**src/rtl/dma_eng_pkg.sv**
```systemverilog
package dma_eng_pkg;

    localparam int PAGE_W_DEF = 8;
    localparam int OFS_W_DEF  = 16;

    typedef enum logic {
        CH_BYTE = 1'b0,
        CH_WORD = 1'b1
    } chan_kind_e;

    typedef struct packed {
        logic accept;
        logic last;
        logic reload;
    } step_ctl_t;

    function automatic logic [1:0] lane_of(input chan_kind_e kind, input logic low_bit);
        if (kind == CH_WORD)
            return 2'b11;
        return low_bit ? 2'b10 : 2'b01;
    endfunction

endpackage

```
**src/rtl/dma_base_cur.sv**
```systemverilog
module dma_base_cur #(
    parameter int W = 16
) (
    input  logic         clk,
    input  logic         rst,
    input  logic         ld,
    input  logic [W-1:0] ld_val,
    input  logic         adv,
    input  logic [W-1:0] nxt,
    input  logic         reload,
    output logic [W-1:0] cur
);
    logic [W-1:0] base_q;
    logic [W-1:0] cur_q;

    always_ff @(posedge clk) begin
        if (rst) begin
            base_q <= '0;
            cur_q  <= '0;
        end else if (ld) begin
            base_q <= ld_val;
            cur_q  <= ld_val;
        end else if (reload) begin
            cur_q  <= base_q;
        end else if (adv) begin
            cur_q  <= nxt;
        end
    end

    assign cur = cur_q;
endmodule

```
**src/rtl/dma_term_ctl.sv**
```systemverilog
module dma_term_ctl
    import dma_eng_pkg::*;
(
    input  logic      clk,
    input  logic      rst,
    input  logic      xfer,
    input  logic      rearm,
    input  logic      cnt_zero,
    input  logic      recycle,
    output step_ctl_t ctl,
    output logic      armed,
    output logic      tc
);
    logic armed_q;
    logic tc_q;

    always_comb begin
        ctl.accept = xfer && armed_q && !rearm;
        ctl.last   = ctl.accept && cnt_zero;
        ctl.reload = ctl.last && recycle;
    end

    always_ff @(posedge clk) begin
        if (rst) begin
            armed_q <= 1'b0;
            tc_q    <= 1'b0;
        end else begin
            tc_q <= ctl.last;
            if (rearm)
                armed_q <= 1'b1;
            else if (ctl.last && !recycle)
                armed_q <= 1'b0;
        end
    end

    assign armed = armed_q;
    assign tc    = tc_q;
endmodule

```
**src/rtl/dma_phys_map.sv**
```systemverilog
module dma_phys_map
    import dma_eng_pkg::*;
#(
    parameter bit WORD_CHAN = 1'b0,
    parameter int PAGE_W    = PAGE_W_DEF,
    parameter int OFS_W     = OFS_W_DEF,
    localparam int PHYS_W   = PAGE_W + OFS_W
) (
    input  logic [PAGE_W-1:0] page,
    input  logic [OFS_W-1:0]  ofs,
    output logic [PHYS_W-1:0] phys,
    output logic [1:0]        lane
);
    generate
        if (WORD_CHAN) begin : g_word
            logic unused_pg0;
            assign unused_pg0 = page[0];
            assign phys = {page[PAGE_W-1:1], ofs, 1'b0};
            assign lane = lane_of(CH_WORD, 1'b0);
        end else begin : g_byte
            assign phys = {page, ofs};
            assign lane = lane_of(CH_BYTE, ofs[0]);
        end
    endgenerate
endmodule

```
**src/rtl/dma_xfer_engine.sv**
```systemverilog
module dma_xfer_engine
    import dma_eng_pkg::*;
#(
    parameter bit WORD_CHAN = 1'b0,
    parameter int PAGE_W    = PAGE_W_DEF,
    parameter int OFS_W     = OFS_W_DEF,
    localparam int PHYS_W   = PAGE_W + OFS_W
) (
    input  logic              clk,
    input  logic              rst,
    input  logic              page_wr,
    input  logic [PAGE_W-1:0] page_din,
    input  logic              base_wr,
    input  logic [OFS_W-1:0]  base_din,
    input  logic              cnt_wr,
    input  logic [OFS_W-1:0]  cnt_din,
    input  logic              xfer,
    input  logic              recycle,
    output logic [PHYS_W-1:0] phys_addr,
    output logic [1:0]        lane_sel,
    output logic              tc
);
    logic [PAGE_W-1:0] page_q;
    logic [OFS_W-1:0]  cur_ofs;
    logic [OFS_W-1:0]  cur_cnt;
    logic              armed;
    step_ctl_t         ctl;

    always_ff @(posedge clk) begin
        if (rst)
            page_q <= '0;
        else if (page_wr)
            page_q <= page_din;
    end

    dma_term_ctl u_term (
        .clk      (clk),
        .rst      (rst),
        .xfer     (xfer),
        .rearm    (base_wr || cnt_wr),
        .cnt_zero (cur_cnt == '0),
        .recycle  (recycle),
        .ctl      (ctl),
        .armed    (armed),
        .tc       (tc)
    );

    dma_base_cur #(.W(OFS_W)) u_ofs (
        .clk    (clk),
        .rst    (rst),
        .ld     (base_wr),
        .ld_val (base_din),
        .adv    (ctl.accept),
        .nxt    (cur_ofs + 1'b1),
        .reload (ctl.reload),
        .cur    (cur_ofs)
    );

    dma_base_cur #(.W(OFS_W)) u_cnt (
        .clk    (clk),
        .rst    (rst),
        .ld     (cnt_wr),
        .ld_val (cnt_din),
        .adv    (ctl.accept),
        .nxt    (cur_cnt - 1'b1),
        .reload (ctl.reload),
        .cur    (cur_cnt)
    );

    dma_phys_map #(
        .WORD_CHAN (WORD_CHAN),
        .PAGE_W    (PAGE_W),
        .OFS_W     (OFS_W)
    ) u_map (
        .page (page_q),
        .ofs  (cur_ofs),
        .phys (phys_addr),
        .lane (lane_sel)
    );
endmodule

```
**config.mk**
```make
export PLATFORM = sky130hd
export DESIGN_NAME = dma_xfer_engine
export DESIGN_NICKNAME = d
export VERILOG_FILES = /design/src/rtl/dma_eng_pkg.sv /design/src/rtl/dma_base_cur.sv /design/src/rtl/dma_term_ctl.sv /design/src/rtl/dma_phys_map.sv /design/src/rtl/dma_xfer_engine.sv
export SDC_FILE = /design/constraint.sdc
export NUM_CORES = 1
export LEC_CHECK = 0
export CAP_MARGIN = 5
export CORE_UTILIZATION = 25
export CTS_CLUSTER_SIZE = 16
export DETAILED_ROUTE_END_ITERATION = 12
export DONT_BUFFER_PORTS = 1
export SYNTH_ARGS = -nofsm -noshare
export SYNTH_HDL_FRONTEND = slang
export SYNTH_SLANG_ARGS = --single-unit
```
**constraint.sdc**
```tcl
create_clock -name clk -period 4.4 [get_ports clk]
set_input_delay 0.88 -clock clk [delete_from_list [all_inputs] [get_ports clk]]
set_output_delay 0.88 -clock clk [all_outputs]
set_load 0.01 [all_outputs]
```
==> impl_metrics.toml, run 1 <==
[floorplan]
fp-row-count = 43
start_util_pct = 25.8
fp.coreArea_um2 = 14000
die_h_um = 122
die-area_um2 = 14900
die_w_um = 122
io_pins = 74

[routing]
firstDrtPassIters = 4
drt-initial-drc-count = 141
via_count = 3146
wl_um = 10100
post_drt_wl_per_cell_um = 16.8
vias_per_cell = 5.23
drc = 0
ant_nets = 0

[placed_design]
hpwl_um = 6890
place_congestion = 0.809
portBuffers = 0

[timing]
slew_viol_final = 0
hold_violations = 0
fmax_ghz = 0.365
setup_viol_count_final = 0
min_period_ps = 2740
setup_tns_ps = 0
hold_slack_ps = 452
skew_ps = 5.89
rsz0062_at_grt = "false"
timing.slew.headroom_pct = 40.4
fin_crit_sh_pct = 62.3
worst_pin_slew_ps = 894

[job]
cap_violations = 0

[critical_path]
cp_slowest_cell = "or2_1"
crit_path_cell_trace = "inv_1 > ha_1 > nor3b_2 > nand4b_1 > or2_1 > o221ai_1 > o22ai_1"
worst-endpoint-arrival_ps = 2950
cp_max_fo = 21
end_kind = "flop"
startpoint = "u_cnt.cur[0]$_SDFFE_PP0P_"
worstPathRequired_ps = 4610
worst-setup-path-type = "reg2reg"
slowest_delay_ps = 760
critPathLaunchType = "flop"
rr_startpoint = "u_cnt.cur[0]$_SDFFE_PP0P_"

[yosys]
ys_ff_latch = 74
syn_area_um2 = 3610
avgSynthCellArea_um2 = 8.31
synth_nets = 484
async_flop_share_pct = 0
synth-edff-count = 0
yosysSeqAreaShare_pct = 41.0
synth_mux_area_share_pct = 6.44
synth_cell_types = 60
ys.flop_type = "dfxtp_1"
synthTopCellsByArea = "dfxtp_1 (41%), nand2_1 (6.0%), mux2i_1 (5.8%), nor2_1 (4.5%), a21oi_1 (4.4%)"
synthXorXnorAreaFrac_pct = 3.88
syn-instance-count = 435
yosysWarnings = 0
synth_top_family_by_area = "simple AND/OR/NAND/NOR gates"
synth_compound_area_share_pct = 18.5
synth_top_area_cell = "dfxtp_1"
synthAdderAreaFrac_pct = 0.693
synth_top_area_share_pct = 41.0
synth_simple_gate_area_share_pct = 25.1

[grt]
track_usage_pct = 14.4
grt_pass1_wl_um = 16300
grt_pass1_vias = 3033
grt_max_degree = 74
antenna_found_initial = 0
grt_overflow = 0

[clock_network]
clock_latency_ps = 330
hold_buffers = 0
ctsResizeCount = 0
clock-root-buffer = "clkbuf_16"
clkTransAtPathRegs_ps = 60
htreeDepth = 3
clockBufferDepth = 2
cts_made_buffers = 9
cts_sinks = 74
cts_setup_buffers = 0
cts_tree = "done"

[cells_and_area]
layout.nets = 467
drive_gt1_share_pct = 7.35
syn_to_final_growth_pct = 12.5
n_fill_cell = 1502
n_antenna_cell = 0

[power_and_ir_drop]
leakage_nw = 1.47
ir_drop_v = 0.000195
p_per_area_nw_per_um2 = 419

[status]
status = "completed"

[worst_hold_path]
holdCritStartpoint = "u_ofs.base_q[0]$_SDFFE_PP0P_"
hp-class = "reg2reg"
==> synth_stat cells, types with 9 or more instances <==
cell      instances
clkbuf_1         16
nor3_1           21
nor4_1           11
o22ai_1          14
nor2_1           43
xnor2_1           9
dfxtp_1          74
o21ai_0          13
mux2i_1          21
a21oi_1          32
nand3_1          18
nand2_1          58
==> worst max-delay path: cells and delay by family (launching register included) <==
kind / cells / cell delay, ps
AOI/OAI and AO/OA: 2 / 440
adders and majority gates: 1 / 170
buffers and inverters: 1 / 70
DFF: 1 / 350
and+or+nand+nor: 3 / 1590
==> where the power goes <==
| group | internal (W) | switching [W] | total [W] |
|---|---|---|---|
| Combinational | 0.0000707 | 0.0000809 | 0.000152 |
| Sequential | 0.000712 | 0.0000538 | 0.000766 |
| Clock | 0.000513 | 0.000270 | 0.000783 |
| Total | 0.00130 | 0.000405 | 0.00170 |
==> worst paths after layout <==
path | to | cells after the start | slack (ps)
min reg2reg | u_ofs.base_q[0]$_SDFFE_PP0P_ | 2 | 450
max reg2reg | u_cnt.cur[7]$_SDFFE_PP0P_ | 7 | 1660
min | u_ofs.base_q[0]$_SDFFE_PP0P_ | 2 | 450
max | u_cnt.cur[7]$_SDFFE_PP0P_ | 7 | 1660
==> kinds of logic after synthesis <==
group	count (synthesis)
AOI/OAI and AO/OA	102
xor gates and xnor gates	16
adders and majority gates	2
buffers and inverters	38
DFF	74
muxes	23
and+or+nand+nor	180
==> metrics by stage <==
step / utilization [%] / instance area (um^2) / worst slack [ps] / total power [W] / instances
after floorplan: - / 3610 / 2200 / 0.000911 / 435
after global placement: 26.7 / 3740 / 1610 / 0.000927 / 587
after detailed placement: 26.7 / 3740 / 1540 / 0.000932 / 587
after CTS: 29.1 / 4060 / 1660 / 0.00172 / 602
after global routing: 29.1 / 4060 / 1400 / 0.00177 / 602
final: 29.1 / 4060 / 1660 / 0.00170 / 602
==> layout by cell type, fill, tap and decap left out, drive strengths merged, types with 2 or more instances in the layout <==
master  Yosys  layout
o31a        2       2
nor3       22      22
nor4       14      14
o211ai      3       3
o31ai       3       3
inv         8       8
o221ai      8       8
xnor2       9       9
a221oi      2       2
dfxtp      74      74
nand4       6       6
ha          2       2
xor2        7       7
mux2        2       2
o21ai      15      15
or3         3       3
a21oi      32      32
nor2       44      44
mux2i      21      21
a31oi       7       7
nand2      58      58
o311ai      2       2
and3        2       2
clkbuf     16      14
nand3      19      19
nor3b       2       2
buf        14       2
o22ai      14      14
a211oi      4       4
==> state kept, by name, indices dropped and copies added, names as in the netlist <==
name,cells
u_cnt.base_q,16
u_cnt.cur,16
u_ofs.base_q,16
u_ofs.cur,16
page_q,8
u_term.armed,1
u_term.tc,1
==> layer usage <==
metal | GRT usage (%) | part of all wire [%] | vias up
met5 | 0 | 0 | -
met4 | 4.12 | 0.79 | 0
met3 | 5.99 | 6.7 | 7
met2 | 23.2 | 47 | 84
met1 | 17.3 | 45 | 1499
li1 | - | - | 1556
==> area by class of cell <==
class / instances / area (um^2) / area share, %
Sequential cell: 74 / 1480 / 36.5
Tap cell: 180 / 225 / 5.54
Inverter: 8 / 30.0 / 0.739
Clock buffer: 14 / 294 / 7.24
Clock inverter: 1 / 30.0 / 0.739
Multi-Input combinational cell: 323 / 1990 / 48.9
Timing Repair Buffer: 2 / 15.0 / 0.369
Power figures use the tool's default switching activity.
==> inputs of run 2 (changes only) <==
clock period = 2.5 ns   (was 4.4 ns; I/O delays follow)
==> run 2 against run 1 <==
Maximum frequency up 19%. First-iteration DRC count up 71%. Flip-flop and latch count unchanged. Count of clock-buffer cells in the layout unchanged. Via count up 1.9%. Combinational power up 87%.
==> impl_metrics.toml, run 2 (synthesis results as in run 1) <==
[cells_and_area]
syn_to_final_growth_pct = 13.0
n_antenna_cell = 0
layout.nets = 475
mostFrequentLayoutCells = "dfxtp_1 (74), nand2_1 (58), nor2_1 (43), a21oi_1 (32)"
finalInstanceArea_um2 = 4080
final_common_cell = "dfxtp_1"
drive_gt1_share_pct = 8.82

[routing]
post_drt_wl_per_cell_um = 16.9
firstDrtPassIters = 4
ant_nets = 0
wl_um = 10300
drt-initial-drc-count = 241
vias_per_cell = 5.25
drc = 0
via_count = 3207

[placed_design]
portBuffers = 0
hpwl_um = 7110
place_area_um2 = 3800
place_congestion = 0.810

[floorplan]
fp-row-count = 43
fp.coreArea_um2 = 14000
start_util_pct = 25.8
die-area_um2 = 14900
io_pins = 74
die_w_um = 122
die_h_um = 122

[clock_network]
cts_setup_buffers = 0
cts_tree = "done"
hold_buffers = 0
cts_sinks = 74
cts_made_buffers = 9
clockBufferDepth = 2
clock-root-buffer = "clkbuf_16"
clock_latency_ps = 330
htreeDepth = 3
clkTransAtPathRegs_ps = 60
ctsResizeCount = 0

[critical_path]
worst-setup-path-type = "reg2reg"
critPathLaunchType = "flop"
worstPathRequired_ps = 2730
end_kind = "flop"
rr_startpoint = "u_cnt.cur[0]$_SDFFE_PP0P_"
startpoint = "u_cnt.cur[0]$_SDFFE_PP0P_"
reg2reg_depth = 7
cp-endpoint = "u_cnt.cur[5]$_SDFFE_PP0P_"
cp_max_fo = 21
r2r-end = "u_cnt.cur[5]$_SDFFE_PP0P_"
regToRegSetupSlack_ps = 190
worst-endpoint-arrival_ps = 2550

[grt]
grt_overflow = 0
grt_pass1_vias = 3137
track_usage_pct = 14.6
grt_max_degree = 74
antenna_found_initial = 0
grt_pass1_wl_um = 16800

[power_and_ir_drop]
p_per_area_nw_per_um2 = 698
power_w = 0.00285
leakage_nw = 1.49
ir_drop_v = 0.000433

[job]
cap_violations = 0

[timing]
skew_ps = 7.48
min_period_ps = 2310
rsz0062_at_grt = "false"
fmax_ghz = 0.433
setup_tns_ps = 0
setup_viol_count_final = 0
fin_crit_sh_pct = 92.5
hold_violations = 0
worst_pin_slew_ps = 949
timing.slew.headroom_pct = 36.7
slew_viol_final = 0

[worst_hold_path]
holdCritStartpoint = "rst"
hp-class = "in2reg"

[status]
status = "completed"
==> run 2: changes by cell type in the layout (fill, tap and decap cells not counted), sizes merged <==
cell	previous run	this run
clkinv	0	2
buf	2	10
bufinv	1	0
==> run 2: layout make-up <==
type                    count  area, um^2
flip-flops and latches     74        1480
well taps                 180         225
fillers                  1531        9900
repair buffers             10        75.1
clock buffers              14         274
multi-input cells         323        1990
inverters                   8        30.0
clock inverters             2        10.0
==> run 2: how the worst min path moves through the flow <==
stage          slack (ps)                      endpoint  depth (start not counted)
6_report              240          u_term.tc$_SDFF_PP0_                          1
5_1_grt               230        page_q[2]$_SDFFE_PP0P_                          1
4_1_cts               230          u_term.tc$_SDFF_PP0_                          1
3_5_place_dp          440  u_ofs.base_q[0]$_SDFFE_PP0P_                          2
3_3_place_gp          440  u_ofs.base_q[0]$_SDFFE_PP0P_                          2
2_1_floorplan         430  u_ofs.base_q[0]$_SDFFE_PP0P_                          2
==> run 2: stage by stage <==
step | setup WS [ps] | instances | hold WS (ps) | util (%)
5_1_grt | 8.92 | 611 | 225 | 29.2
2_1_floorplan | 679 | 435 | 433 | -
6_report | 189 | 611 | 242 | 29.2
4_1_cts | 157 | 611 | 233 | 29.2
3_3_place_gp | 317 | 595 | 435 | 27.2
3_5_place_dp | 202 | 595 | 438 | 27.2
==> run 2: report_power, final <==
part,switching [W],internal [W]
registers,0.0000924,0.00125
clock network,0.000469,0.000751
logic,0.000151,0.000134
==> run 2: per-layer routing <==
layer | global-route usage, % | vias up | wire length (um)
li1 | - | 1568 | -
met1 | 17.7 | 1548 | 4490
met2 | 23.8 | 81 | 4910
met3 | 5.25 | 10 | 767
met4 | 4.65 | 0 | 158
met5 | 0 | - | 0
==> run 2: critical path: stages (launching register included) <==
cell and delay (ps):
dfxtp_1 400, inv_1 60, ha_1 210, nor3b_2 190
nand4b_1 120, or2_1 740, o21ai_0 190, a221oi_1 300
==> inputs of run 3 (changes only) <==
CORE_ASPECT_RATIO = 0.6   (was unset)
CORE_UTILIZATION = 54   (was 25)
PLACE_DENSITY = 0.72   (was unset)
==> run 3 against run 2 <==
Critical path type unchanged. Power fell by 6.9%. Non-clock buffer count up 2. Highest routed layer unchanged. Clock power decreased by 17%. Routed wire length shrank 5.1%. Largest power group unchanged.
==> impl_metrics.toml, run 3 (synthesis results as in run 1) <==
[critical_path]
worst-endpoint-arrival_ps = 2490
end_kind = "flop"
regToRegSetupSlack_ps = 220
startpoint = "u_cnt.cur[0]$_SDFFE_PP0P_"
worstPathRequired_ps = 2710
critPathLaunchType = "flop"
slowest_delay_ps = 360
rr_startpoint = "u_cnt.cur[0]$_SDFFE_PP0P_"
cp_slowest_cell = "nor3b_2"
worst-setup-path-type = "reg2reg"
r2r-end = "u_cnt.cur[15]$_SDFFE_PP0P_"
reg2reg_depth = 8
cp_max_fo = 9
crit_buf_inv = 2
cp_top_family = "simple AND/OR/NAND/NOR gates"
crit_path_cell_trace = "inv_1 > ha_1 > nor3b_2 > and4b_4 > nand3_2 > buf_4 > o311ai_1 > a31oi_1"

[grt]
antenna_found_initial = 0
grt_overflow = 0
grt_pass1_wl_um = 16200
grt_pass1_vias = 3154
grt_max_degree = 74
track_usage_pct = 30.5

[placed_design]
hpwl_um = 6640
place_inst = 501
portBuffers = 0
place_congestion = 0.923

[timing]
hold_slack_ps = 203
rsz0062_at_grt = "false"
skew_ps = 5.67
hold_violations = 0
worst_pin_slew_ps = 863
fmax_ghz = 0.439
setup_viol_count_final = 0
slew_viol_final = 0
min_period_ps = 2280
timing.slew.headroom_pct = 42.5
fin_crit_sh_pct = 91.1
setup_tns_ps = 0

[cells_and_area]
drive_gt1_share_pct = 9.24
utilization_pct = 62.3
mostFrequentLayoutCells = "dfxtp_1 (74), nand2_1 (58), nor2_1 (43), a21oi_1 (32)"
n_antenna_cell = 0
syn_to_final_growth_pct = 8.24
final_common_cell = "dfxtp_1"
layout.nets = 477
stdcell_count = 517

[routing]
drc = 0
firstDrtPassIters = 4
vias_per_cell = 6.37
wl_um = 9800
post_drt_wl_per_cell_um = 19.0
ant_nets = 0
drt-initial-drc-count = 251
via_count = 3294

[worst_hold_path]
holdCritStartpoint = "rst"
hp-class = "in2reg"
holdPathEnd = "page_q[6]$_SDFFE_PP0P_"
hold_depth = 1

[clock_network]
cts_made_buffers = 9
cts_tree = "done"
clkTransAtPathRegs_ps = 70
cts_sinks = 74
ctsResizeCount = 0
cts_setup_buffers = 0
hold_buffers = 0
htreeDepth = 3
clock-root-buffer = "clkbuf_8"
clock_latency_ps = 360
clockBufferDepth = 2

[floorplan]
die-area_um2 = 7030
die_h_um = 65.4
io_pins = 74
fp-row-count = 22
die_w_um = 108
fp.coreArea_um2 = 6280
start_util_pct = 57.6

[power_and_ir_drop]
p_per_area_nw_per_um2 = 679
leakage_nw = 1.47
ir_drop_v = 0.000429

[status]
status = "completed"

[job]
cap_violations = 0
run 3: layer usage:
| layer | global-route usage (%) | wire [um] | up-vias |
|---|---|---|---|
| met5 | 0 | 0 | - |
| met4 | 11.0 | 122 | 0 |
| li1 | - | - | 1567 |
| met2 | 43.0 | 3920 | 154 |
| met3 | 9.92 | 1010 | 16 |
| met1 | 43.0 | 4750 | 1557 |
run 3: final cells by class:
type                       instances  area [um^2]
fill                             572         2360
multi-input combinational        323         1990
sequential                        74         1480
clock buffer                      15          186
tap                               84          105
timing repair buffer              12         90.1
clock inverter                     1         30.0
inverter                           8         30.0
run 3: per-stage QoR:
step | setup WS (ps) | area (um^2) | total power [W]
4_1_cts | 266 | 3910 | 0.00266
3_5_place_dp | 271 | 3690 | 0.00166
2_1_floorplan | 679 | 3610 | 0.00160
3_3_place_gp | 359 | 3690 | 0.00165
6_report | 222 | 3910 | 0.00266
5_1_grt | 98.9 | 3910 | 0.00277
run 3: where the power goes:
group	switching, W	total, W	internal, W	leakage (nW)
combinational	0.000161	0.000300	0.000139	0.745
clock	0.000442	0.00101	0.000572	0.110
sequential	0.0000902	0.00134	0.00125	0.611
run 3: worst max path at each step:
stage	end	slack, ps	cells past startpoint
3_3_place_gp	u_cnt.cur[15]$_SDFFE_PP0P_	360	8
4_1_cts	u_cnt.cur[5]$_SDFFE_PP0P_	270	7
2_1_floorplan	u_cnt.cur[7]$_SDFFE_PP0P_	680	7
5_1_grt	u_cnt.cur[8]$_SDFFE_PP0P_	100	7
3_5_place_dp	u_cnt.cur[5]$_SDFFE_PP0P_	270	7
6_report	u_cnt.cur[15]$_SDFFE_PP0P_	220	8
